File: config.mk
export PLATFORM = sky130hd
export DESIGN_NAME = busFaultMonitor
export DESIGN_NICKNAME = d
export VERILOG_FILES = /design/src/rtl/fmon_pkg.sv /design/src/rtl/fmon_ctrl.sv /design/src/rtl/fmon_dp.sv /design/src/rtl/busFaultMonitor.sv
export SDC_FILE = /design/constraint.sdc
export NUM_CORES = 1
export LEC_CHECK = 0
export ABC_AREA = 1
export BUFFER_PORTS_ARGS = -buffer_cell sky130_fd_sc_hd__buf_2
export CORE_AREA = 2 2 39 41
export DETAILED_ROUTE_END_ITERATION = 16
export DIE_AREA = 0 0 41 43
export HOLD_SLACK_MARGIN = 0.05
export PLACE_DENSITY = 0.6
export RECOVER_POWER = 50
export SLEW_MARGIN = 20
export SYNTH_ARGS = -nofsm -noshare
export SYNTH_HDL_FRONTEND = slang
export SYNTH_SLANG_ARGS = --single-unit
export TNS_END_PERCENT = 5
File: constraint.sdc
create_clock -name clk -period 0.95 [get_ports clk]
set_input_delay 0 -clock clk [delete_from_list [all_inputs] [get_ports clk]]
set_output_delay 0 -clock clk [all_outputs]
set_load 0.05 [all_outputs]
File: src/rtl/fmon_pkg.sv
package fmon_pkg;
  // strobes from control to datapath
  typedef struct packed {
    logic sampleNow;  // sample tick this clock
    logic clearRun;   // chip select low: drop run and contention
  } fmonStrobe_t;
endpackage

File: src/rtl/fmon_ctrl.sv
module fmon_ctrl
  import fmon_pkg::*;
#(
  parameter int TICK_DIV = 4
) (
  input  logic        clk,
  input  logic        rstN,
  input  logic        chipSel,
  input  logic        wakeStrobe,
  input  logic        wakeIsLocal,
  output fmonStrobe_t strobe,
  output logic        wakeLatched
);
  localparam int DIV_W = $clog2(TICK_DIV + 1);
  localparam logic [DIV_W-1:0] DIV_LAST = DIV_W'(TICK_DIV - 1);

  logic [DIV_W-1:0] divCnt;
  logic             tickNow;

  assign tickNow = (divCnt == DIV_LAST);

  always_ff @(posedge clk or negedge rstN) begin
    if (!rstN) begin
      divCnt <= '0;
    end else if (tickNow) begin
      divCnt <= '0;
    end else begin
      divCnt <= divCnt + 1'b1;
    end
  end

  // wake source latch, loaded only while deselected
  always_ff @(posedge clk or negedge rstN) begin
    if (!rstN) begin
      wakeLatched <= 1'b0;
    end else if (!chipSel && wakeStrobe) begin
      wakeLatched <= wakeIsLocal;
    end
  end

  always_comb begin
    strobe.sampleNow = tickNow;
    strobe.clearRun  = !chipSel;
  end
endmodule

File: src/rtl/fmon_dp.sv
module fmon_dp
  import fmon_pkg::*;
#(
  parameter int DEBOUNCE  = 3,
  parameter int NUM_FAULT = 2
) (
  input  logic                 clk,
  input  logic                 rstN,
  input  fmonStrobe_t          strobe,
  input  logic                 chipSel,
  input  logic                 txData,
  input  logic                 busLevel,
  input  logic [NUM_FAULT-1:0] intFault,
  input  logic                 lineLevel,
  input  logic                 wakeLatched,
  output logic                 faultPullDown,
  output logic                 txEnable
);
  localparam int CNT_W = $clog2(DEBOUNCE + 1);
  localparam logic [CNT_W-1:0] CNT_TOP = CNT_W'(DEBOUNCE);

  logic [CNT_W-1:0] runCnt;
  logic [CNT_W-1:0] runNext;
  logic             contention;
  logic             anyFault;

  assign runNext = (runCnt == CNT_TOP) ? CNT_TOP : runCnt + 1'b1;

  always_ff @(posedge clk or negedge rstN) begin
    if (!rstN) begin
      runCnt     <= '0;
      contention <= 1'b0;
    end else if (strobe.clearRun) begin
      runCnt     <= '0;
      contention <= 1'b0;
    end else if (strobe.sampleNow) begin
      if (txData != busLevel) begin
        runCnt     <= runNext;
        contention <= (runNext == CNT_TOP);
      end else begin
        runCnt     <= '0;
        contention <= 1'b0;
      end
    end
  end

  assign anyFault      = contention | (|intFault);
  assign faultPullDown = chipSel ? anyFault : wakeLatched;
  assign txEnable      = lineLevel & ~anyFault;
endmodule

File: src/rtl/busFaultMonitor.sv
module busFaultMonitor
  import fmon_pkg::*;
#(
  parameter int TICK_DIV  = 4,
  parameter int DEBOUNCE  = 3,
  parameter int NUM_FAULT = 2
) (
  input  logic                 clk,
  input  logic                 rstN,
  input  logic                 chipSel,
  input  logic                 txData,
  input  logic                 busLevel,
  input  logic [NUM_FAULT-1:0] intFault,
  input  logic                 lineLevel,
  input  logic                 wakeStrobe,
  input  logic                 wakeIsLocal,
  output logic                 faultPullDown,
  output logic                 txEnable,
  output logic                 wakeLocal
);
  fmonStrobe_t strobe;
  logic        wakeLatched;

  fmon_ctrl #(.TICK_DIV(TICK_DIV)) u_ctrl (
    .clk(clk), .rstN(rstN), .chipSel(chipSel),
    .wakeStrobe(wakeStrobe), .wakeIsLocal(wakeIsLocal),
    .strobe(strobe), .wakeLatched(wakeLatched)
  );

  fmon_dp #(.DEBOUNCE(DEBOUNCE), .NUM_FAULT(NUM_FAULT)) u_dp (
    .clk(clk), .rstN(rstN), .strobe(strobe), .chipSel(chipSel),
    .txData(txData), .busLevel(busLevel), .intFault(intFault),
    .lineLevel(lineLevel), .wakeLatched(wakeLatched),
    .faultPullDown(faultPullDown), .txEnable(txEnable)
  );

  assign wakeLocal = wakeLatched;
endmodule

==> results of run 1 <==
synthesized netlist by cell type (all sizes together):
library cell | count | area (um2)
nand2 | 13 | 51.30
ha | 1 | 12.51
a31oi | 2 | 12.51
nor2 | 5 | 18.77
inv | 11 | 41.29
nand3 | 1 | 10.01
o21ai | 2 | 13.76
a21oi | 1 | 5.000
and3 | 1 | 6.260
dfrtp | 7 | 175.2
placed cells by master, fill, tap and decap left out, drive strengths merged:
| cell type | n |
|---|---|
| a31oi | 2 |
| a21oi | 1 |
| ha | 1 |
| nand2 | 13 |
| dlygate4sd3 | 3 |
| nand3 | 1 |
| dfrtp | 7 |
| buf | 13 |
| nor2 | 5 |
| inv | 11 |
| o21ai | 2 |
| and3 | 1 |
| clkbuf | 5 |
worst paths after layout:
path | start | end | slack (ns) | depth (start not counted)
worst min register to register | u_ctrl.divCnt[2] | u_ctrl.divCnt[2] | 0.51 | 2
worst max-delay path | u_dp.contention | txEnable | -0.08 | 3
max in group asynchronous | rstN | u_ctrl.wakeLatched | 0.48 | 2
worst max register to register | u_ctrl.divCnt[0] | u_dp.runCnt[1] | -0.06 | 7
min in group asynchronous | rstN | u_dp.runCnt[1] | 0.17 | 2
worst min-delay path | busLevel | u_dp.contention | 0.06 | 4
kinds of logic (layout without fill, tap and decap cells):
group,Yosys count,in the layout,synth area share [%]
buffers and inverters,11,32,11.91
AOI/OAI and AO/OA,5,5,9.022
and+or+nand+nor,20,20,24.91
adders and majority gates,1,1,3.610
DFF,7,7,50.54
flip-flops by register name, summed over array words and instances (netlist names):
signal,cells
u_ctrl.divCnt,3
u_dp.runCnt,2
u_ctrl.wakeLatched,1
u_dp.contention,1
layout make-up:
| type | instances | area [um2] |
|---|---|---|
| well taps | 16 | 20.02 |
| flip-flops and latches | 7 | 176.4 |
| repair buffers | 17 | 120.1 |
| inverters | 11 | 41.29 |
| clock buffers | 4 | 26.28 |
| multi-input cells | 26 | 167.7 |
| fillers | 149 | 832.0 |
tightest hold or removal path, cell delays in order:
cell	delay (ns)
buf_2	0.09
nand2_1	0.06
nand3_2	0.09
o21ai_2	0.05
metal layers:
metal | vias to the layer above | wire length, um
met2 | 11 | 348
met1 | 158 | 280
met5 | - | 0
li1 | 175 | -
met4 | 0 | 30
met3 | 5 | 40
repair_timing:
item                       4_1_cts  5_1_grt
pin swaps                        2        0
hold endpoints to repair         8        0
gates resized for setup          8        4
gates cloned                     0        0
hold buffers                     3        0
buffers inserted                 0        2
setup endpoints to repair        5        5
where the power goes:
group          internal, uW  switching [uW]
logic                  66.1            97.9
registers               314            11.8
clock network           161             117
stage by stage:
step / hold slack [ns] / util (%) / setup WS (ns) / cell area (um2)
6_report: 0.06433 / 39.87 / -0.08228 / 551.8
5_1_grt: 0.09679 / 39.87 / -0.1142 / 551.8
4_1_cts: 0.06856 / 37.88 / -0.09239 / 524.3
3_5_place_dp: -0.1578 / 32.37 / -0.06892 / 447.9
3_3_place_gp: -0.1596 / 32.37 / -0.05332 / 447.9
2_1_floorplan: -0.2956 / - / -0.006926 / 367.9
==> results.cfg, run 1 <==
[critical_path]
worstPathArrival_ns = 1.03
crit_fanout = 2
cp_top_family = flip-flops
path_cells = inv_2 -> and3_4 -> buf_8
crit_required_ns = 0.95
start_kind = flop
cpMaxStageDelayCell = dfrtp_1
criticalPathCategory = reg -> out
worst-path-buf-inv = 2
max_stage_delay_ns = 0.38
cp-end-kind = output port

[timing]
worstMarginPinSlew_ns = 0.3841
fmax_mhz = 968.7
grt_setup_unrepaired = yes
setup_ws_ns = -0.08228
drv_slew = 0
finalHoldViolations = 0
period_share_pct = 108.7
fin_crit_ns = 1.032
setup_violations = 4
max-slew-margin-rel_pct = 74.40
tns_ns = -0.2049
skew_ns = 0.0003774

[global_routing]
grt_max_degree = 8
use_met1_pct = 8.638
grtUsageMet2_pct = 16.56
grt_usage_pct = 9.838
grt_overflow = 0
antenna_found_initial = 0
met3_usage_pct = 3.141
grt_pass1_wl_um = 1138
grt_pass1_vias = 339
grt-busiest-layer = met2

[outcome]
violations = setup timing
status = finished, violations left

[finish]
layout.nets = 77
area_growth_pct = 59.21
num_antenna_cells = 0
fin_cells = 81
drive_above_1_share_pct = 43.08

[place]
gp_congestion = 0.6750
hpwl_um = 543.1
port_buffers = 12
placed_cells = 72

[die]
start_util_pct = 25.05
dieArea_um2 = 1763
io_pins = 13
core_um2 = 1384
die_h_um = 43
num_rows = 14
die_x_um = 41

[routing]
drt-vias-per-instance = 4.309
drc = 0
ant_nets = 0
dr.pass1.iters = 1
vias = 349
wl_per_cell_um = 8.630
drt-initial-drc-count = 0
drt-total-wl_um = 699

[cts]
cts.clk_slew.worst_paths_ns = 0.05
clk_latency_ns = 0.25
cts_made_buffers = 3
cts_root_buffer = clkbuf_4
cts-htree-levels = 1
clockBufferDepth = 2
clock-sinks = 7
cts_tree = done

[pwr]
p_leak_uw = 0.0002956
ir_drop_mv = 0.5385
powerDensity_nw_per_um2 = 1390
p_total_uw = 766.7

[synthesis]
ys_ff_latch = 7
synth_nets = 55
syn_inst = 44
syn_avg_cell_area_um2 = 7.877
yosysWarnings = 0
yosysSeqAreaShare_pct = 50.54
netlist_area_um2 = 346.6
yosysUniqueCellTypes = 12

[job]
maxCapViolations = 0

[hold_path]
hold_class = in -> reg
No activity file was read; power rests on OpenSTA's default activity.
==> run 2: changes to the inputs <==
--- a/constraint.sdc
+++ b/constraint.sdc
@@ -3,2 +3,2 @@
 set_output_delay 0 -clock clk [all_outputs]
-set_load 0.05 [all_outputs]
+set_load 0.005 [all_outputs]
==> run 2 against run 1 <==
The run still ends with setup timing left. Die area unchanged. First-iteration DRC count increased by 4. Largest cell class unchanged. Non-clock buffer count down 2. Count of clock-buffer cells in the layout is the same. Critical path type is now reg -> reg. Critical path depth grew 4. Clock power fell by 2%. Routed wire length fell by 10%.
==> results.cfg, run 2 (synthesis results as in run 1) <==
[timing]
tns_ns = -0.02557
skew_ns = 0.003391
period_share_pct = 102.7
setup_ws_ns = -0.02557
max-slew-margin-rel_pct = 73.38
finalHoldViolations = 0
fin_crit_ns = 0.9756
grt_setup_unrepaired = yes
setup_violations = 1
fmax_mhz = 1025
worstMarginPinSlew_ns = 0.3993
drv_slew = 0

[global_routing]
grt_usage_pct = 8.308
grt_pass1_vias = 255
grt_overflow = 0
antenna_found_initial = 0
grt_pass1_wl_um = 931
grt_max_degree = 8

[routing]
dr.pass1.iters = 4
drt-vias-per-instance = 4.215
drt-total-wl_um = 626
drc = 0
vias = 333
ant_nets = 0
drt-initial-drc-count = 4
wl_per_cell_um = 7.924

[cts]
post_cts_resized = 0
cts_made_buffers = 3
cts-htree-levels = 1
cts_root_buffer = clkbuf_4
clk_latency_ns = 0.25
clockBufferDepth = 2
cts.clk_slew.worst_paths_ns = 0.05
clock-sinks = 7
cts_tree = done

[critical_path]
worstPathArrival_ns = 1.12
criticalPathCategory = reg -> reg
worst-path-buf-inv = 1
worst_r2r_startpoint = u_ctrl.divCnt[0]
startpoint = u_ctrl.divCnt[0]
cp-end-kind = flop
path_cells = ha_2 -> nand2_2 -> nand2_2 -> nand2_1 -> nand2_1 -> nand2_1 -> inv_1
crit_required_ns = 1.10
crit_top_cell = nand2_1
max_stage_delay_ns = 0.38
cp_top_family = flip-flops
cpMaxStageDelayCell = dfrtp_1
crit_fanout = 4
reg2reg_to = u_dp.runCnt[1]
start_kind = flop
rrSetupSlack_ns = -0.03
rr_worst_depth = 7

[finish]
area_growth_pct = 40.43
num_antenna_cells = 0
num-fill-cells = 147
drive_above_1_share_pct = 30.16
mostFrequentLayoutCells = inv_1, nand2_1, buf_2
largest-register = u_ctrl.divCnt
largest_reg_flops = 3
layout.nets = 75
fin_cells = 79
reg.largest.list = u_ctrl.divCnt x3, u_dp.runCnt x2
finish.utilization_pct = 35.17
final_area_um2 = 486.7

[outcome]
status = finished, violations left
violations = setup timing

[hold_path]
min_from = busLevel
min_to = u_dp.contention
hold_class = in -> reg
whs_path_depth = 4

[pwr]
p_leak_uw = 0.0002832
powerDensity_nw_per_um2 = 1409
ir_drop_mv = 0.5308

[die]
io_pins = 13
die_x_um = 41
num_rows = 14
start_util_pct = 25.05
die_h_um = 43
core_um2 = 1384
dieArea_um2 = 1763

[place]
gp_congestion = 0.7209
placed_cell_area_um2 = 431.7
hpwl_um = 480.9
placed_cells = 72
port_buffers = 12

[job]
maxCapViolations = 0
## run 2: cell count changes in the layout (fill, tap and decap cells not counted), sizes merged
cell and delta:
buf -2
## run 2: layout make-up
class / instances / area, um2 / area share [%]
Multi-Input combinational cell: 26 / 135.1 / 27.76
Sequential cell: 7 / 175.2 / 35.99
Timing Repair Buffer: 15 / 88.84 / 18.25
Tap cell: 16 / 20.02 / 4.113
Clock buffer: 4 / 26.28 / 5.398
Inverter: 11 / 41.29 / 8.483
## run 2: worst max-delay path by stage
| stage | depth (start not counted) | to | slack [ns] |
|---|---|---|---|
| floorplan | 7 | u_dp.runCnt[1] | 0.01 |
| global placement | 7 | u_dp.runCnt[1] | -0.02 |
| detailed placement | 7 | u_dp.runCnt[1] | -0.04 |
| CTS | 7 | u_dp.runCnt[1] | -0.03 |
| global route | 7 | u_dp.runCnt[1] | -0.10 |
| finish | 7 | u_dp.runCnt[1] | -0.03 |
## run 2: per-stage QoR
step,setup slack [ns],total power [uW],hold slack [ns]
6_report,-0.02557,686.0,0.06974
5_1_grt,-0.1001,728.3,0.08099
4_1_cts,-0.02860,694.9,0.07063
3_5_place_dp,-0.03630,412.8,-0.1581
3_3_place_gp,-0.02236,410.6,-0.1597
2_1_floorplan,0.01056,367.9,-0.2956
## run 2: what timing repair did
item	in CTS	in global routing
pin swaps	1	1
hold buffers	3	0
buffers inserted	0	0
setup endpoints to repair	3	5
endpoints found under the hold margin	8	0
## run 2: where the power goes
group | leakage (uW) | switching, uW | internal [uW]
sequential | 0.0000893 | 8.50 | 313
combinational | 0.000179 | 46.7 | 47.3
clock | 0.0000150 | 110 | 160
## run 2: metal layers
metal | track usage, % | up-vias | wire, um
met5 | 0 | - | 0
met4 | 6.000 | 0 | 10
met3 | 3.141 | 2 | 54
met2 | 11.25 | 12 | 284
met1 | 10.26 | 149 | 276
li1 | - | 170 | -
## run 2: worst min-delay path, cell delays in order
cell and delay, ns:
buf_2 0.09, nand2_1 0.05, nand3_2 0.09, o21ai_2 0.05
